### config.mk
export PLATFORM = sky130hd
export DESIGN_NAME = ecc_err_capture
export DESIGN_NICKNAME = d
export VERILOG_FILES = /design/src/rtl/ecc_cap_pkg.sv /design/src/rtl/ecc_evt_tracker.sv /design/src/rtl/ecc_cap_rdmux.sv /design/src/rtl/ecc_cap_irq.sv /design/src/rtl/ecc_err_capture.sv
export SDC_FILE = /design/constraint.sdc
export NUM_CORES = 1
export LEC_CHECK = 0
export BUFFER_PORTS_ARGS = -buffer_cell sky130_fd_sc_hd__buf_2
export CORE_ASPECT_RATIO = 0.5
export CORE_MARGIN = 2
export CORE_UTILIZATION = 40
export DETAILED_ROUTE_END_ITERATION = 12
export PLACE_DENSITY = 0.7
export SLEW_MARGIN = 20
export SYNTH_ARGS = -nofsm -noshare
export SYNTH_HDL_FRONTEND = slang
export SYNTH_HIERARCHICAL = 1
export SYNTH_SLANG_ARGS = --single-unit
export TNS_END_PERCENT = 1
### constraint.sdc
create_clock -name clk -period 2.17 [get_ports clk]
set_input_delay 0.217 -clock clk [delete_from_list [all_inputs] [get_ports clk]]
set_output_delay 0.217 -clock clk [all_outputs]
set_load 0.01 [all_outputs]
### src/rtl/ecc_cap_pkg.sv
`timescale 1ns/1ps
package ecc_cap_pkg;
   // status word layout
   localparam int NUM_STAT   = 7;
   localparam int ST_INIT    = 6;
   localparam int SYN_LSB    = 16;

   // event classes; status bits of class c are 2c (single) and 2c+1 (repeat)
   localparam int NUM_CLS    = 3;
   localparam int CLS_OOR    = 0;
   localparam int CLS_CE     = 1;
   localparam int CLS_UE     = 2;

   // register word offsets
   localparam int OFS_STATUS = 0;
   localparam int OFS_ENABLE = 1;
   localparam int OFS_OOR_AL = 2;
   localparam int OFS_OOR_AH = 3;
   localparam int OFS_CE_AL  = 4;
   localparam int OFS_CE_AH  = 5;
   localparam int OFS_CE_DL  = 6;
   localparam int OFS_CE_DH  = 7;
   localparam int OFS_UE_AL  = 8;
   localparam int OFS_UE_AH  = 9;
   localparam int OFS_UE_DL  = 10;
   localparam int OFS_UE_DH  = 11;
   localparam int NUM_OFS    = 12;
endpackage

### src/rtl/ecc_evt_tracker.sv
`timescale 1ns/1ps
module ecc_evt_tracker #(
   parameter int ADDR_W   = 64,
   parameter int DATA_W   = 64,
   parameter bit CAP_DATA = 1'b1
) (
   input  logic              clk,
   input  logic              rst_n,
   input  logic              ev,
   input  logic              ack_one,
   input  logic              ack_many,
   input  logic [ADDR_W-1:0] ev_addr,
   input  logic [DATA_W-1:0] ev_data,
   output logic              hit_one,
   output logic              hit_many,
   output logic [ADDR_W-1:0] cap_addr,
   output logic [DATA_W-1:0] cap_data
);
   logic first_hit;
   assign first_hit = ev & ~hit_one;

   always_ff @(posedge clk) begin
      if (!rst_n) begin
         hit_one  <= 1'b0;
         hit_many <= 1'b0;
         cap_addr <= '0;
      end else begin
         hit_one  <= ev | (hit_one & ~ack_one);
         hit_many <= (ev & hit_one) | (hit_many & ~ack_many);
         if (first_hit) cap_addr <= ev_addr;
      end
   end

   generate
      if (CAP_DATA) begin : g_data
         always_ff @(posedge clk) begin
            if (!rst_n)         cap_data <= '0;
            else if (first_hit) cap_data <= ev_data;
         end
      end else begin : g_nodata
         logic unused_data;
         assign unused_data = ^ev_data;
         assign cap_data    = '0;
      end
   endgenerate

   // a first event always leaves the single flag set
   a_r2_first_sets: assert property (@(posedge clk) disable iff (!rst_n)
      (ev && !hit_one) |=> hit_one);
   // a first event is captured
   a_r2_capture: assert property (@(posedge clk) disable iff (!rst_n)
      (ev && !hit_one) |=> (cap_addr == $past(ev_addr)));
   // a repeat event sets the repeat flag, even under acknowledge
   a_r3_repeat_sets: assert property (@(posedge clk) disable iff (!rst_n)
      (ev && hit_one) |=> (hit_many && hit_one));
   // capture is frozen while the single flag is held
   a_r3_capture_hold: assert property (@(posedge clk) disable iff (!rst_n)
      hit_one |=> $stable(cap_addr));
   // an acknowledge with no event clears the single flag
   a_r6_ack_clears: assert property (@(posedge clk) disable iff (!rst_n)
      (ack_one && !ev) |=> !hit_one);
endmodule

### src/rtl/ecc_cap_rdmux.sv
`timescale 1ns/1ps
module ecc_cap_rdmux
   import ecc_cap_pkg::*;
#(
   parameter int ADDR_W = 64,
   parameter int DATA_W = 64,
   parameter int SYN_W  = 8,
   parameter int REG_W  = 32,
   parameter int RA_W   = 4
) (
   input  logic [RA_W-1:0]     rd_ofs,
   input  logic [NUM_STAT-1:0] status,
   input  logic [SYN_W-1:0]    syn,
   input  logic [NUM_STAT-1:0] enable,
   input  logic [ADDR_W-1:0]   cap_a [NUM_CLS],
   input  logic [DATA_W-1:0]   cap_d [NUM_CLS],
   output logic [REG_W-1:0]    rdata
);
   localparam int WIDE = 2 * REG_W;

   logic [WIDE-1:0] pad_a [NUM_CLS];
   logic [WIDE-1:0] pad_d [NUM_CLS];
   logic            unused_oor_d;
   assign unused_oor_d = ^cap_d[CLS_OOR];

   generate
      for (genvar c = 0; c < NUM_CLS; c++) begin : g_pad
         always_comb begin
            pad_a[c]             = '0;
            pad_a[c][ADDR_W-1:0] = cap_a[c];
            pad_d[c]             = '0;
            pad_d[c][DATA_W-1:0] = cap_d[c];
         end
      end
   endgenerate

   always_comb begin
      rdata = '0;
      case (int'(rd_ofs))
         OFS_STATUS: begin
            rdata[NUM_STAT-1:0]            = status;
            rdata[SYN_LSB +: SYN_W]        = syn;
         end
         OFS_ENABLE: rdata[NUM_STAT-1:0] = enable;
         OFS_OOR_AL: rdata = pad_a[CLS_OOR][REG_W-1:0];
         OFS_OOR_AH: rdata = pad_a[CLS_OOR][WIDE-1:REG_W];
         OFS_CE_AL:  rdata = pad_a[CLS_CE][REG_W-1:0];
         OFS_CE_AH:  rdata = pad_a[CLS_CE][WIDE-1:REG_W];
         OFS_CE_DL:  rdata = pad_d[CLS_CE][REG_W-1:0];
         OFS_CE_DH:  rdata = pad_d[CLS_CE][WIDE-1:REG_W];
         OFS_UE_AL:  rdata = pad_a[CLS_UE][REG_W-1:0];
         OFS_UE_AH:  rdata = pad_a[CLS_UE][WIDE-1:REG_W];
         OFS_UE_DL:  rdata = pad_d[CLS_UE][REG_W-1:0];
         OFS_UE_DH:  rdata = pad_d[CLS_UE][WIDE-1:REG_W];
         default:    rdata = '0;
      endcase
   end
endmodule

### src/rtl/ecc_cap_irq.sv
`timescale 1ns/1ps
module ecc_cap_irq #(
   parameter int N       = 7,
   parameter bit REG_OUT = 1'b0
) (
   input  logic         clk,
   input  logic         rst_n,
   input  logic [N-1:0] status,
   input  logic [N-1:0] enable,
   output logic         irq
);
   logic any_live;
   assign any_live = |(status & enable);

   generate
      if (REG_OUT) begin : g_flop
         always_ff @(posedge clk) begin
            if (!rst_n) irq <= 1'b0;
            else        irq <= any_live;
         end
      end else begin : g_comb
         logic unused_clk;
         assign unused_clk = clk ^ rst_n;
         assign irq        = any_live;
      end
   endgenerate
endmodule

### src/rtl/ecc_err_capture.sv
`timescale 1ns/1ps
module ecc_err_capture
   import ecc_cap_pkg::*;
#(
   parameter int ADDR_W  = 64,
   parameter int DATA_W  = 64,
   parameter int SYN_W   = 8,
   parameter int REG_W   = 32,
   parameter int RA_W    = 4,
   parameter bit IRQ_REG = 1'b0
) (
   input  logic              clk,
   input  logic              rst_n,
   input  logic              oor_evt,
   input  logic              ce_evt,
   input  logic              ue_evt,
   input  logic              init_evt,
   input  logic [ADDR_W-1:0] evt_addr,
   input  logic [DATA_W-1:0] evt_data,
   input  logic [SYN_W-1:0]  evt_syn,
   input  logic              reg_we,
   input  logic [RA_W-1:0]   reg_addr,
   input  logic [REG_W-1:0]  reg_wdata,
   output logic [REG_W-1:0]  reg_rdata,
   output logic              irq
);
   initial begin
      assert (ADDR_W >= 1 && ADDR_W <= 2 * REG_W) else $fatal(1, "ADDR_W out of range");
      assert (DATA_W >= 1 && DATA_W <= 2 * REG_W) else $fatal(1, "DATA_W out of range");
      assert (SYN_LSB + SYN_W <= REG_W)           else $fatal(1, "syndrome field too wide");
      assert (REG_W > SYN_LSB)                    else $fatal(1, "REG_W too narrow");
      assert ((1 << RA_W) >= NUM_OFS)             else $fatal(1, "RA_W too narrow");
   end

   logic                status_wr, enable_wr;
   logic [NUM_STAT-1:0] ack;
   logic [NUM_CLS-1:0]  ev_vec, one_v, many_v;
   logic [ADDR_W-1:0]   cap_a [NUM_CLS];
   logic [DATA_W-1:0]   cap_d [NUM_CLS];
   logic [NUM_STAT-1:0] status, en_q;
   logic                init_q;
   logic [SYN_W-1:0]    syn_q;
   logic                unused_wd;

   assign status_wr = reg_we && (int'(reg_addr) == OFS_STATUS);
   assign enable_wr = reg_we && (int'(reg_addr) == OFS_ENABLE);
   assign ack       = status_wr ? reg_wdata[NUM_STAT-1:0] : '0;
   assign unused_wd = ^reg_wdata[REG_W-1:NUM_STAT];

   assign ev_vec[CLS_OOR] = oor_evt;
   assign ev_vec[CLS_CE]  = ce_evt;
   assign ev_vec[CLS_UE]  = ue_evt;

   generate
      for (genvar c = 0; c < NUM_CLS; c++) begin : g_cls
         ecc_evt_tracker #(
            .ADDR_W  (ADDR_W),
            .DATA_W  (DATA_W),
            .CAP_DATA(c != CLS_OOR)
         ) u_trk (
            .clk     (clk),
            .rst_n   (rst_n),
            .ev      (ev_vec[c]),
            .ack_one (ack[2*c]),
            .ack_many(ack[2*c+1]),
            .ev_addr (evt_addr),
            .ev_data (evt_data),
            .hit_one (one_v[c]),
            .hit_many(many_v[c]),
            .cap_addr(cap_a[c]),
            .cap_data(cap_d[c])
         );
         assign status[2*c]   = one_v[c];
         assign status[2*c+1] = many_v[c];
      end
   endgenerate

   assign status[ST_INIT] = init_q;

   always_ff @(posedge clk) begin
      if (!rst_n) begin
         init_q <= 1'b0;
         syn_q  <= '0;
         en_q   <= '0;
      end else begin
         init_q <= init_evt | (init_q & ~ack[ST_INIT]);
         if (ce_evt || ue_evt) syn_q <= evt_syn;
         if (enable_wr)        en_q  <= reg_wdata[NUM_STAT-1:0];
      end
   end

   ecc_cap_rdmux #(
      .ADDR_W(ADDR_W), .DATA_W(DATA_W), .SYN_W(SYN_W), .REG_W(REG_W), .RA_W(RA_W)
   ) u_rd (
      .rd_ofs(reg_addr),
      .status(status),
      .syn   (syn_q),
      .enable(en_q),
      .cap_a (cap_a),
      .cap_d (cap_d),
      .rdata (reg_rdata)
   );

   ecc_cap_irq #(.N(NUM_STAT), .REG_OUT(IRQ_REG)) u_irq (
      .clk   (clk),
      .rst_n (rst_n),
      .status(status),
      .enable(en_q),
      .irq   (irq)
   );

   // init pulse sets the completion flag
   a_r4_init_sets: assert property (@(posedge clk) disable iff (!rst_n)
      init_evt |=> status[ST_INIT]);
   // an ECC event loads its syndrome
   a_r5_syn_load: assert property (@(posedge clk) disable iff (!rst_n)
      (ce_evt || ue_evt) |=> (syn_q == $past(evt_syn)));
   // out-of-range events alone leave the syndrome
   a_r5_syn_keep: assert property (@(posedge clk) disable iff (!rst_n)
      !(ce_evt || ue_evt) |=> $stable(syn_q));
   // no enable for two cycles means no interrupt
   a_r8_irq_masked: assert property (@(posedge clk) disable iff (!rst_n)
      (en_q == '0 && $past(en_q) == '0) |-> !irq);
   // simultaneous ECC events are both flagged
   a_r10_both: assert property (@(posedge clk) disable iff (!rst_n)
      (ce_evt && ue_evt) |=> (status[2*CLS_CE] && status[2*CLS_UE]));
endmodule

==> impl_metrics.tcl <==
set metrics [dict create \
    status "finished clean" \
    die_w_um 292 \
    power_frac_seq_pct 45.7 \
    p_comb_share_pct 13.6 \
    crit_type "in2out" \
    ir_drop_v 0.000452 \
    cts_num_sinks 342 \
    insertion_delay_ns 0.53 \
    clock_path_buffers 3 \
    viasPerCell 5.24 \
    dr_wl_met3_mm 2.48 \
    area_delta_synth_final_pct 22.6 \
    skew_ns 0.0148 \
    switchingPower_uw 3830 \
    switching_share_pct 25.4 \
    crit_arrival_ns 1.91 \
    fin_crit_sh_pct 97.8 \
    period_needed_ns 2.12 \
    fin_cells 2667 \
    min_path_type "in2reg" \
    grt_pass1_wl_mm 72.9 \
    setup_violations 0 \
    htreeDepth 2 \
    pin_count 212 \
    gp_congestion 0.774 \
    start_util_pct 40.9 \
    ant_nets 0 \
    io_buffers 186 \
    final-hold-violation-count 0 \
    syn_avg_cell_area_sq_um 9.12 \
    coreArea_sq_um 40700 \
    path_cells "buf_4 > inv_1 > ha_2 > and3_2 > buf_12 > a222oi_1 > a31oi_1 > buf_2" \
    p_leak_uw 0.00852 \
    final_area_sq_um 20400 \
    worst_pin_slew_ns 0.508 \
    drv_cap 0 \
    rsz0062_at_grt "yes" \
    overflow 0 \
    route.detailed.drc 0 \
    die_h_um 148 \
    dpl.hpwl_mm 29.3 \
    cts_tree "done" \
    first_pass_iters 7 \
    critical_path.max_fanout 8 \
    power.density_nw_per_um2 740 \
    worstPathRequired_ns 1.95 \
    first_iter_violations 1006 \
    clkPwrFrac_pct 40.7 \
    wl_per_cell_um 17.5 \
    totalWireLength_mm 46.6 \
    final_nets 2285 \
    grt_pass1_vias 13500 \
    cts-root-buf "clkbuf_16" \
    regArea_sq_um 6850 \
    start_kind "input port" \
    dp_cells 2460 \
    clk_pin_slew_worst_paths_ns 0.06 \
    vias 14000 \
    postSynthCellCount 1825 \
    cp_slowest_cell "a222oi_1" \
    antenna_found_initial 2 \
    drive_gt1_share_pct 16.4 \
    cp_slowest_stage_delay_ns 0.44 \
    p_int_uw 11300 \
    multi_input_area_sq_um 8430 \
    numCtsBuffers 35 \
    route.met2.wl_mm 23.0 \
    fmax_ghz 0.471 \
    synthesis.area_sq_um 16600 \
    syn_nets 2008 \
    drt-met1-wl_mm 19.7 \
    end_kind "output pin" \
    ys_warn_count 6 \
    num_rows 52 \
    placed_area_sq_um 17700 \
    topRoutingLayerUsed "met4" \
    slew_headroom_pct 66.1 \
    grt_usage_pct 20.9 \
    finish.utilization_pct 50.1 \
    grt_start_max_net_pins 119 \
    n_fill_cell 3653 \
    slew_viol_final 0 \
    dieArea_sq_um 43400 \
]
## per-layer routing
layer / GRT usage (%) / vias to the layer above
met4: 7.21 / 0
li1: - / 6819
met3: 3.29 / 101
met1: 26.0 / 6666
met2: 36.9 / 380
met5: 0 / -
## timing repair
| item | CTS | global route |
|---|---|---|
| gates resized for setup | 4 | 11 |
| hold buffers | 144 | 1 |
| setup endpoints to repair | 10 | 11 |
| buffers inserted | 0 | 0 |
| pin swaps | 1 | 2 |
| hold endpoints to repair | 335 | 1 |
## layout make-up
type                    instances  share of cell area, %
flip-flops and latches        342                   33.5
repair buffers                397                   16.1
multi-input cells            1322                   41.3
clock inverters                 9                  0.588
well taps                     540                   3.31
diodes                          2                 0.0245
clock buffers                  51                   5.04
inverters                       4                 0.0736
## cells in the final DEF (no fill, tap or decap), types with 3 or more instances in the layout
cell type	n
nor2b_4	3
nand3_1	12
a31oi_1	28
a21oi_1	12
clkinv_2	6
and2_1	6
a21boi_0	10
buf_2	184
a221oi_2	11
buf_4	33
and3b_1	3
a32oi_1	5
a22oi_1	42
o21a_1	3
dfxtp_1	342
a22o_1	40
mux2_2	11
a222oi_1	10
bufinv_16	3
o21ai_0	19
nand3b_1	6
buf_6	3
mux2i_1	338
dlygate4sd3_1	145
clkbuf_1	9
buf_12	31
nor2b_1	4
inv_1	4
a21o_1	3
nand2_1	685
clkbuf_16	37
a221oi_1	33
ha_2	3
clkbuf_8	5
nand2b_1	4
## state kept, by name, indices dropped and copies added (netlist names)
signal and count:
g_cls.u_trk/hit_many 3, g_cls.u_trk/cap_addr 192, syn_q 8, g_cls.u_trk/cap_data 128
en_q 7, g_cls.u_trk/hit_one 3, init_q 1
## power groups by stage
stage | sequential [uW] | clock [uW] | combinational (uW)
6_report | 6910 | 6150 | 2050
5_1_grt | 6950 | 6480 | 2220
4_1_cts | 6900 | 6240 | 2030
3_5_place_dp | 7030 | 0 | 1810
3_3_place_gp | 7030 | 0 | 1770
2_1_floorplan | 6970 | 0 | 1380
## critical path, delay by kind of cell
family	cells	cell delay, ns
compound gates	2	0.64
fa+ha+maj	1	0.23
buf+inv	4	0.56
simple gates	1	0.26
## metrics by stage
step	setup TNS (ns)	power, uW	hold slack, ns	setup WS (ns)
final	0	15100	0.0667	0.0467
after global routing	-0.0229	15600	0.0693	-0.0202
after CTS	0	15200	0.00110	0.0205
after detailed placement	-0.477	8850	0.445	-0.220
after global placement	-0.431	8800	0.440	-0.223
after floorplan	0	8340	0.317	0.380
## path summary, 6_finish.rpt
| path | startpoint | endpoint | slack (ns) | cells past startpoint |
|---|---|---|---|---|
| worst max-delay path | reg_addr[2] | reg_rdata[18] | 0.05 | 8 |
| worst min register to register | g_cls[2].u_trk/cap_addr[46] | g_cls[2].u_trk/cap_addr[46] | 0.45 | 2 |
| worst min-delay path | ce_evt | g_cls[1].u_trk/hit_many | 0.07 | 3 |
| worst max register to register | g_cls[1].u_trk/hit_one | g_cls[1].u_trk/cap_addr[36] | 0.71 | 3 |
(Power assumes the default switching activity.)
